$ cat config.mk
export PLATFORM = sky130hd
export DESIGN_NAME = ptp_tod_counter
export DESIGN_NICKNAME = d
export VERILOG_FILES = /design/src/rtl/ptp_tod_pkg.sv /design/src/rtl/tod_rate_regs.sv /design/src/rtl/tod_accum.sv /design/src/rtl/tod_pps_fsm.sv /design/src/rtl/tod_snapshot.sv /design/src/rtl/ptp_tod_counter.sv
export SDC_FILE = /design/constraint.sdc
export NUM_CORES = 2
export LEC_CHECK = 0
export ABC_AREA = 1
export BUFFER_PORTS_ARGS = -buffer_cell sky130_fd_sc_hd__clkbuf_2
export CAP_MARGIN = 20
export CORE_MARGIN = 2
export CORE_UTILIZATION = 60
export DETAILED_ROUTE_END_ITERATION = 10
export PLACE_DENSITY = 0.8
export SYNTH_ARGS = -nofsm -noshare
export SYNTH_HDL_FRONTEND = slang
export SYNTH_SLANG_ARGS = --single-unit
$ cat constraint.sdc
create_clock -name clk -period 7.2 [get_ports clk]
set_input_delay 1.44 -clock clk [delete_from_list [all_inputs] [get_ports clk]]
set_output_delay 1.44 -clock clk [all_outputs]
set_load 0.005 [all_outputs]
$ cat src/rtl/ptp_tod_pkg.sv
package ptp_tod_pkg;

    localparam logic [31:0] NS_PER_SEC       = 32'd1000000000;
    localparam logic [64:0] SEC_FIXED        = {1'b0, NS_PER_SEC, 32'd0};
    localparam logic [63:0] PPS_HALF_DEFAULT = {32'h1DCD6500, 32'd0};

    typedef enum logic [1:0] {
        PPS_SYNC = 2'd0,
        PPS_HIGH = 2'd1,
        PPS_LOW  = 2'd2
    } pps_state_e;

    // Nominal 32.32 nanoseconds per cycle for a given reference frequency.
    function automatic logic [63:0] nominal_incr(input longint unsigned freq_hz);
        longint unsigned num;
        num = 64'd1000000000 << 32;
        return 64'(num / freq_hz);
    endfunction

endpackage

$ cat src/rtl/tod_rate_regs.sv
module tod_rate_regs
    import ptp_tod_pkg::*;
#(
    parameter longint unsigned CLK_FREQ_HZ = 100_000_000
) (
    input  logic        clk,
    input  logic        rst,
    input  logic        incr_wr,
    input  logic [63:0] incr_wdata,
    input  logic        pps_hi_wr,
    input  logic        pps_lo_wr,
    input  logic [63:0] pps_wdata,
    output logic [63:0] incr_q,
    output logic [63:0] hi_dur_q,
    output logic [63:0] lo_dur_q
);

    localparam logic [63:0] INCR_RESET = nominal_incr(CLK_FREQ_HZ);

    always_ff @(posedge clk) begin
        if (rst) begin
            incr_q   <= INCR_RESET;
            hi_dur_q <= PPS_HALF_DEFAULT;
            lo_dur_q <= PPS_HALF_DEFAULT;
        end else begin
            if (incr_wr)   incr_q   <= incr_wdata;
            if (pps_hi_wr) hi_dur_q <= pps_wdata;
            if (pps_lo_wr) lo_dur_q <= pps_wdata;
        end
    end

    // without a strobe the increment never moves
    a_r5_incr_hold: assert property (@(posedge clk) disable iff (rst)
        !incr_wr |=> $stable(incr_q));

    // durations move only on their own strobes
    a_r10_hi_hold: assert property (@(posedge clk) disable iff (rst)
        !pps_hi_wr |=> $stable(hi_dur_q));

endmodule

$ cat src/rtl/tod_accum.sv
module tod_accum
    import ptp_tod_pkg::*;
#(
    parameter int SEC_W = 48
) (
    input  logic             clk,
    input  logic             rst,
    input  logic [63:0]      incr_q,
    input  logic             load,
    input  logic [SEC_W-1:0] load_sec,
    input  logic [31:0]      load_ns,
    output logic [SEC_W-1:0] tod_sec,
    output logic [31:0]      tod_ns,
    output logic             wrap_evt,
    output logic [63:0]      acc_next
);

    localparam int ACC_W = 64;

    logic [31:0]      frac_q;
    logic [ACC_W:0]   sum;
    logic             wrap;

    always_comb begin
        sum      = {1'b0, tod_ns, frac_q} + {1'b0, incr_q};
        wrap     = (sum >= SEC_FIXED);
        acc_next = wrap ? ACC_W'(sum - SEC_FIXED) : sum[ACC_W-1:0];
        wrap_evt = wrap && !load;
    end

    always_ff @(posedge clk) begin
        if (rst) begin
            tod_sec <= '0;
            tod_ns  <= '0;
            frac_q  <= '0;
        end else if (load) begin
            tod_sec <= load_sec;
            tod_ns  <= load_ns;
            frac_q  <= '0;
        end else begin
            {tod_ns, frac_q} <= acc_next;
            if (wrap) tod_sec <= tod_sec + SEC_W'(1);
        end
    end

    // seconds move by zero or one per cycle when not loaded
    a_r4_sec_step: assert property (@(posedge clk) disable iff (rst)
        (!$past(load) && !$past(rst)) |->
        (tod_sec == $past(tod_sec) || tod_sec == $past(tod_sec) + SEC_W'(1)));

    // after a wrap the residual is below one increment
    a_r4_residual: assert property (@(posedge clk) disable iff (rst)
        (!$past(load) && !$past(rst) && tod_sec != $past(tod_sec)) |->
        (tod_ns <= $past(incr_q[63:32])));

    // within a second the nanoseconds never go backwards
    a_r2_forward: assert property (@(posedge clk) disable iff (rst)
        (!$past(load) && !$past(rst) && tod_sec == $past(tod_sec)) |->
        (tod_ns >= $past(tod_ns)));

endmodule

$ cat src/rtl/tod_pps_fsm.sv
module tod_pps_fsm
    import ptp_tod_pkg::*;
(
    input  logic        clk,
    input  logic        rst,
    input  logic [63:0] incr_q,
    input  logic [63:0] hi_dur_q,
    input  logic [63:0] lo_dur_q,
    input  logic        load,
    input  logic        wrap_evt,
    input  logic [63:0] acc_next,
    output logic        pps_out
);

    pps_state_e  state_q, state_n;
    logic [63:0] el_q, el_n;
    logic [64:0] el_sum;
    logic        hi_done, lo_done;

    always_comb begin
        el_sum  = {1'b0, el_q} + {1'b0, incr_q};
        hi_done = (el_sum >= {1'b0, hi_dur_q});
        lo_done = (el_sum >= {1'b0, lo_dur_q});
        state_n = state_q;
        el_n    = el_q;
        if (load) begin
            state_n = PPS_SYNC;
            el_n    = '0;
        end else if (wrap_evt) begin
            state_n = PPS_HIGH;
            el_n    = acc_next;
        end else begin
            unique case (state_q)
                PPS_SYNC: begin
                    state_n = PPS_SYNC;
                end
                PPS_HIGH: begin
                    if (hi_done) begin
                        state_n = PPS_LOW;
                        el_n    = 64'(el_sum - {1'b0, hi_dur_q});
                    end else begin
                        el_n    = el_sum[63:0];
                    end
                end
                PPS_LOW: begin
                    if (lo_done) begin
                        state_n = PPS_HIGH;
                        el_n    = 64'(el_sum - {1'b0, lo_dur_q});
                    end else begin
                        el_n    = el_sum[63:0];
                    end
                end
                default: begin
                    state_n = PPS_SYNC;
                    el_n    = '0;
                end
            endcase
        end
    end

    always_ff @(posedge clk) begin
        if (rst) begin
            state_q <= PPS_SYNC;
            el_q    <= '0;
        end else begin
            state_q <= state_n;
            el_q    <= el_n;
        end
    end

    always_comb begin
        pps_out = (state_q == PPS_HIGH);
    end

    // a second wrap always leaves the output high
    a_r8_rise_on_wrap: assert property (@(posedge clk) disable iff (rst)
        wrap_evt |=> pps_out);

    // a time load always leaves the output low
    a_r6_load_low: assert property (@(posedge clk) disable iff (rst)
        load |=> !pps_out);

    // while waiting for sync nothing but a wrap can raise the output
    a_r9_sync_waits: assert property (@(posedge clk) disable iff (rst)
        (state_q == PPS_SYNC && !wrap_evt) |=> !pps_out);

endmodule

$ cat src/rtl/tod_snapshot.sv
module tod_snapshot #(
    parameter int SEC_W = 48
) (
    input  logic             clk,
    input  logic             rst,
    input  logic             capture,
    input  logic [SEC_W-1:0] sec_in,
    input  logic [31:0]      ns_in,
    output logic [SEC_W-1:0] cap_sec,
    output logic [31:0]      cap_ns
);

    always_ff @(posedge clk) begin
        if (rst) begin
            cap_sec <= '0;
            cap_ns  <= '0;
        end else if (capture) begin
            cap_sec <= sec_in;
            cap_ns  <= ns_in;
        end
    end

    // the captured pair is frozen between strobes
    a_r7_hold: assert property (@(posedge clk) disable iff (rst)
        !capture |=> ($stable(cap_sec) && $stable(cap_ns)));

    // a strobe takes the pre-edge nanoseconds
    a_r7_take: assert property (@(posedge clk) disable iff (rst)
        capture |=> (cap_ns == $past(ns_in)));

endmodule

$ cat src/rtl/ptp_tod_counter.sv
module ptp_tod_counter
    import ptp_tod_pkg::*;
#(
    parameter longint unsigned CLK_FREQ_HZ = 100_000_000,
    parameter int              SEC_W       = 48
) (
    input  logic             clk,
    input  logic             rst,
    input  logic             incr_wr,
    input  logic [63:0]      incr_wdata,
    input  logic             pps_hi_wr,
    input  logic             pps_lo_wr,
    input  logic [63:0]      pps_wdata,
    input  logic             time_wr,
    input  logic [SEC_W-1:0] time_wsec,
    input  logic [31:0]      time_wns,
    input  logic             capture,
    output logic [SEC_W-1:0] tod_sec,
    output logic [31:0]      tod_ns,
    output logic [SEC_W-1:0] cap_sec,
    output logic [31:0]      cap_ns,
    output logic             pps_out
);

    logic [63:0] incr_q, hi_dur_q, lo_dur_q, acc_next;
    logic        wrap_evt;

    tod_rate_regs #(.CLK_FREQ_HZ(CLK_FREQ_HZ)) u_regs (
        .clk(clk), .rst(rst),
        .incr_wr(incr_wr), .incr_wdata(incr_wdata),
        .pps_hi_wr(pps_hi_wr), .pps_lo_wr(pps_lo_wr), .pps_wdata(pps_wdata),
        .incr_q(incr_q), .hi_dur_q(hi_dur_q), .lo_dur_q(lo_dur_q)
    );

    tod_accum #(.SEC_W(SEC_W)) u_accum (
        .clk(clk), .rst(rst), .incr_q(incr_q),
        .load(time_wr), .load_sec(time_wsec), .load_ns(time_wns),
        .tod_sec(tod_sec), .tod_ns(tod_ns),
        .wrap_evt(wrap_evt), .acc_next(acc_next)
    );

    tod_pps_fsm u_pps (
        .clk(clk), .rst(rst), .incr_q(incr_q),
        .hi_dur_q(hi_dur_q), .lo_dur_q(lo_dur_q),
        .load(time_wr), .wrap_evt(wrap_evt), .acc_next(acc_next),
        .pps_out(pps_out)
    );

    tod_snapshot #(.SEC_W(SEC_W)) u_snap (
        .clk(clk), .rst(rst), .capture(capture),
        .sec_in(tod_sec), .ns_in(tod_ns),
        .cap_sec(cap_sec), .cap_ns(cap_ns)
    );

endmodule

# Word level (Yosys, flattened, before mapping)
# Cells that the tools add are included.
dict set report word_totals {
  ram_bits 0
  latchBits 0
  memories 0
  rom_bits 0
  reg_bits 450
  wordCells 47
}
dict set report classes {
  bitwise 0
  reduce_logical 8
  mul 0
  n_eq_ne 7
  order_cmp 3
  n_shift 0
  mux 12
  n_addsub 6
  div_mod_pow 0
}
# operator n
set op_table {}
lappend op_table {{$mux 64} 4}
lappend op_table {{$pmux 64 s3} 1}
lappend op_table {{$add 64x64->65} 2}
lappend op_table {{$ge 65x64->1} 2}
lappend op_table {{$sub 64x64->64} 2}
lappend op_table {{$mux 48} 2}
lappend op_table {{$ge 65x62->1 const B} 1}
lappend op_table {{$sub 64x62->64 const B} 1}
lappend op_table {{$add 48x1->48 const B} 1}
lappend op_table {{$mux 32} 1}
lappend op_table {{$mux 2} 2}
lappend op_table {{$ne 2x1->1 const B} 2}
lappend op_table {{$pmux 2 s2} 1}
lappend op_table {{$reduce_and 2->1} 2}
lappend op_table {{$ne 3x1->1 const B} 1}
lappend op_table {{$ne 3x2->1 const B} 1}
lappend op_table {{$reduce_or 3->1} 1}
lappend op_table {{$eq 2x1->1 const B} 1}
lappend op_table {{$eq 2x2->1 const B} 1}
lappend op_table {{$logic_not 2->1} 1}
lappend op_table {{$ne 2x2->1 const B} 1}
lappend op_table {{$reduce_bool 2->1} 1}
lappend op_table {{$reduce_or 2->1} 1}
lappend op_table {{$logic_and 1x1->1} 1}
lappend op_table {{other kinds (2)} 2}

# Logic depth before layout (Yosys ltp)
dict set report depth {
  word_depth 5
  depth_mapped 36
}

# Modules after synthesis
# From an unflattened synthesis, not the netlist that was laid out.
dict set report hier_totals {
  cells_unflattened 8155
  hier_area_um2 44906.8
}
# module instances area_per_inst_um2 cells_each seq_area_each_um2
set modules_own_cells {}
lappend modules_own_cells {tod_pps_fsm 1 20668.6 4010 1321.3}
lappend modules_own_cells {tod_accum 1 13421.6 2526 2242.2}
lappend modules_own_cells {tod_rate_regs 1 7551.0 1112 3843.7}
lappend modules_own_cells {tod_snapshot 1 3265.6 507 1601.5}

# Least setup slack after synthesis
# No wires, ideal clock.
dict set report synth_timing {
  kind {flip-flop to flip-flop}
  from {reg u_regs.incr_q[0]}
  to {reg u_pps.el_q[38]}
  slack_ns 2.809
  required_time_ns 7.090
  synth_period_minus_slack_ns 4.391
  arrival_ns 4.281
  stages_incl_launch_ff 32
  path_cell_list {dfxtp_1 ha_1 fa_1 nand3_1 nand2_1 nand2_1 nand2_1 nand2_1 nand2_1 nand3_1 nand3_1 nand2_1 o211ai_1 or2_2 nand2_1 inv_1 ha_1 a21oi_1 o21ai_0 a221oi_1 o31ai_1 nor2_1 nand3_1 nand2_2 clkbuf_1 nand2_1 nand3_1 a21oi_1 nand3_1 nand3_1 nand2_1 inv_1}
}
dict set report synth_via {
  elab_chain_cells 5
  word_cells_on_any_way 15
  classes_between {add/sub (5); order compare (3); eq/ne (1); mux (5); reduce/logical (1)}
}
# element line
set synth_rtl {}
lappend synth_rtl {{start: declaration} tod_rate_regs.sv:13} ;# output logic [63:0] incr_q,
lappend synth_rtl {{start signal: assignment} tod_rate_regs.sv:26} ;# if (incr_wr) incr_q <= incr_wdata;
lappend synth_rtl {{$add 64x64->65} tod_pps_fsm.sv:21} ;# el_sum = {1'b0, el_q} + {1'b0, incr_q};
lappend synth_rtl {{$sub 64x64->64 (tied with other cells)} tod_pps_fsm.sv:48} ;# el_n = 64'(el_sum - {1'b0, lo_dur_q});
lappend synth_rtl {{$mux 64 (on tied branches)} {tod_pps_fsm.sv:46, tod_pps_fsm.sv:38}}
lappend synth_rtl {{$pmux 64 s3} tod_pps_fsm.sv:33} ;# unique case (state_q)
lappend synth_rtl {{$mux 64} tod_pps_fsm.sv:29} ;# end else if (wrap_evt) begin
lappend synth_rtl {{end signal: assignment} tod_pps_fsm.sv:67} ;# el_q <= el_n;
lappend synth_rtl {{end: declaration} tod_pps_fsm.sv:16} ;# logic [63:0] el_q, el_n;
# Several ways; a longest one is shown, not always the timed one.
# A chain may end at the register's enable or synchronous reset.

# Worst setup path in the final report
dict set report layout_timing {
  from {reg u_regs.incr_q[7]}
  to {reg u_pps.el_q[53]}
}
# Same word-level chain as after synthesis.

==> impl_metrics.json <==
{
  "status": "completed",
  "place_ws_ns": 0.966,
  "skew_ns": 0.0373,
  "cpPeakStageDelay_ns": 0.54,
  "seq_area_um2": 9010,
  "syn_area_um2": 41200,
  "gp_congestion": 1.15,
  "fp.dieH_um": 266,
  "cts_setup_buffers": 0,
  "p_sw_w": 0.00512,
  "fp.dieW_um": 266,
  "cts_buffers": 50,
  "synthCells": 7112,
  "firstDrtPassIters": 7,
  "whs_ns": 0.469,
  "hold_viol": 0,
  "relSlewSlack_pct": 28.5,
  "worst-path-buf-inv": 4,
  "vias": 50100,
  "synthDistinctLibCells": 51,
  "core_um2": 68300,
  "setup_ws_ns": 0.608,
  "min_period_ns": 6.59,
  "initialDrtViolationCount": 7464,
  "antenna_found_initial": 5,
  "min_path_type": "reg -> reg",
  "rsz0062_at_grt": "false",
  "start_kind": "register",
  "drc_errors": 0,
  "die_area_um2": 70800,
  "ant_nets": 0,
  "finalCritPeriodShare_pct": 91.6,
  "num_rows": 96,
  "slowest_stage": "nand2_2",
  "post_route_cells_drive_above_1_share_pct": 7.84,
  "clk_latency_ns": 0.65,
  "synth_fp_nets": 7593,
  "setup_viol": 0,
  "cts.sinks": 450,
  "synth_edf_count": 0,
  "grt_use_total_pct": 47.7,
  "hpwlAfterDp_um": 143000,
  "maxSlewViolCount": 0,
  "ios": 376,
  "p_clk_share_pct": 26.6,
  "combPwrFrac_pct": 47.2,
  "cts_resized": 0,
  "p_int_w": 0.00592,
  "synth-seq-area-share_pct": 21.9,
  "cts.clk_slew.worst_paths_ns": 0.07,
  "end_kind": "register",
  "avgSynthCellArea_um2": 5.79,
  "p_leak_nw": 22.8,
  "wirelength_um": 177000,
  "multi_input_area_um2": 27400,
  "diodes": 0,
  "critPathRequiredTime_ns": 7.76,
  "cp_top_family": "simple AND/OR/NAND/NOR gates",
  "pwr-share-seq_pct": 26.2,
  "grt_pass1_vias": 45100,
  "fin_tns_setup_ns": 0,
  "layoutNonFillerInstCount": 8265,
  "clk_path_buf_depth": 3,
  "max_freq_ghz": 0.152,
  "synth-async-reset-ratio_pct": 0,
  "ys_warn_count": 0,
  "irDropWorstVdd_uv": 207,
  "cts_hold_buf": 0,
  "grt-ovfl-total": 0,
  "cts_root_buffer": "clkbuf_16",
  "synth-seq-cells": 450,
  "yosys_most_used_dff": "dfxtp_1",
  "fillCellCount": 6466,
  "wl_per_cell_um": 21.4,
  "crit_type": "reg -> reg",
  "cts_tree": "done",
  "area_growth_pct": 10.1,
  "crit_path_max_fanout": 40,
  "rrSetupSlack_ns": 0.61,
  "grt_max_degree": 144,
  "cts_max_level": 2,
  "switching_share_pct": 46.4,
  "drv_cap": 0,
  "tightest_slew_ns": 1.07,
  "viasPerCell": 6.07,
  "initial_core_util_pct": 60.3,
  "path_common_cell": "nand2_1",
  "dp_cells": 8176,
  "grt_pass1_wl_um": 260000,
  "crit_arrival_ns": 7.15,
  "final_nets": 7828,
  "io_buffer_count": 375,
  "power-per-cell-area_nw_per_um2": 243
}
==> through the flow <==
stage	util [%]	total power (W)	area, µm²
after floorplan	-	0.00615	41200
after global placement	63.7	0.00779	43600
after detailed placement	63.7	0.00781	43600
after CTS	66.4	0.0107	45400
after global routing	66.4	0.0115	45400
final	66.4	0.0110	45400
==> cell families (layout without fill, tap and decap cells) <==
group	after synthesis	in the layout	synth area share, %
AND/OR/NAND/NOR	3620	3620	36.7
AO/OA/AOI/OAI	1295	1295	16.8
buffers and inverters	1255	1526	11.6
flip-flops	450	450	21.9
adder cells (fa/ha/maj)	266	266	8.15
XOR/XNOR	225	225	4.78
multiplexers	1	1	0.0243
==> cells in the mapped netlist (all sizes together), types with 59 or more instances <==
master | instances | share of area (%)
nor2 | 915 | 8.5
a21oi | 602 | 7.3
nor3 | 59 | 0.77
clkbuf | 169 | 1.5
xnor2 | 92 | 2.0
nand2 | 1852 | 17
inv | 1027 | 9.4
ha | 262 | 8.0
o21ai | 501 | 6.1
nand4 | 83 | 1.3
xor2 | 133 | 2.8
nand3 | 608 | 7.5
dfxtp | 450 | 22
==> power groups by stage <==
stage | registers, W | logic, W | clock network (W)
final | 0.00289 | 0.00521 | 0.00294
after floorplan | 0.00285 | 0.00330 | 0
after CTS | 0.00288 | 0.00493 | 0.00292
after detailed placement | 0.00293 | 0.00489 | 0
after global routing | 0.00290 | 0.00555 | 0.00301
after global placement | 0.00292 | 0.00487 | 0
==> placed cells by master (no fill, tap or decap), types with 13 or more instances in the layout <==
cell       synthesis  layout
nand3_1          600     599
buf_4              2      28
xor2_1           133     133
dfxtp_1          450     450
nor3_1            55      55
a21o_1            25      25
clkbuf_16          0      50
a31oi_1           25      25
nor4_1            33      33
xnor2_1           92      92
o21ai_0          491     491
nor2_1           890     888
o211ai_1          13      13
nor2_2            22      23
nand2_1         1840    1839
a211oi_1          15      15
nand3b_1          36      36
nand4_1           82      82
a21oi_1          602     602
a21boi_0          22      22
ha_1             262     259
inv_2             17      21
clkbuf_2           1     374
o21a_1            49      49
o21bai_1          32      32
inv_1           1010    1006
==> path summary, 6_finish.rpt <==
path	start	endpoint	depth (start not counted)
worst max-delay path	u_regs.incr_q[7]$_SDFFE_PP0P_	u_pps.el_q[53]$_SDFFE_PP0P_	30
worst min-delay path	u_regs.hi_dur_q[3]$_SDFFE_PP0P_	u_regs.hi_dur_q[3]$_SDFFE_PP0P_	2
worst max register to register	u_regs.incr_q[7]$_SDFFE_PP0P_	u_pps.el_q[53]$_SDFFE_PP0P_	30
worst min register to register	u_regs.hi_dur_q[3]$_SDFFE_PP0P_	u_regs.hi_dur_q[3]$_SDFFE_PP0P_	2
==> state kept, by name, summed over array words and instances, names as in the netlist <==
signal / count
u_pps.el_q: 64
u_regs.hi_dur_q: 64
u_regs.incr_q: 64
u_regs.lo_dur_q: 64
u_accum.tod_sec: 48
u_snap.cap_sec: 48
u_accum.frac_q: 32
u_accum.tod_ns: 32
u_snap.cap_ns: 32
u_pps.state_q: 2
==> area by class of cell <==
class	instances	share of cell area (%)
clock inverter	23	0.904
multi-input combinational	5407	60.5
sequential	450	19.8
clock buffer	65	3.10
inverter	1032	8.55
timing repair buffer	406	4.70
tap	882	2.43
==> layer usage <==
layer | vias up | wire [µm] | part of all wire [%] | GRT usage [%]
li1 | 23400 | - | - | -
met1 | 22500 | 67700 | 38 | 62.7
met2 | 3479 | 74600 | 42 | 73.0
met3 | 686 | 22800 | 13 | 9.61
met4 | 8 | 11800 | 6.7 | 26.8
met5 | - | 44 | 0.025 | 0
==> worst register-to-register path: cells and delay by family, from the launching register on <==
family | cells | cell delay (ns)
buffers and inverters | 4 | 1.24
AO/OA/AOI/OAI | 6 | 1.12
AND/OR/NAND/NOR | 17 | 2.63
adder cells (fa/ha/maj) | 2 | 0.71
flip-flops | 1 | 0.48
XOR/XNOR | 1 | 0.35
Power figures use the tool's default switching activity.
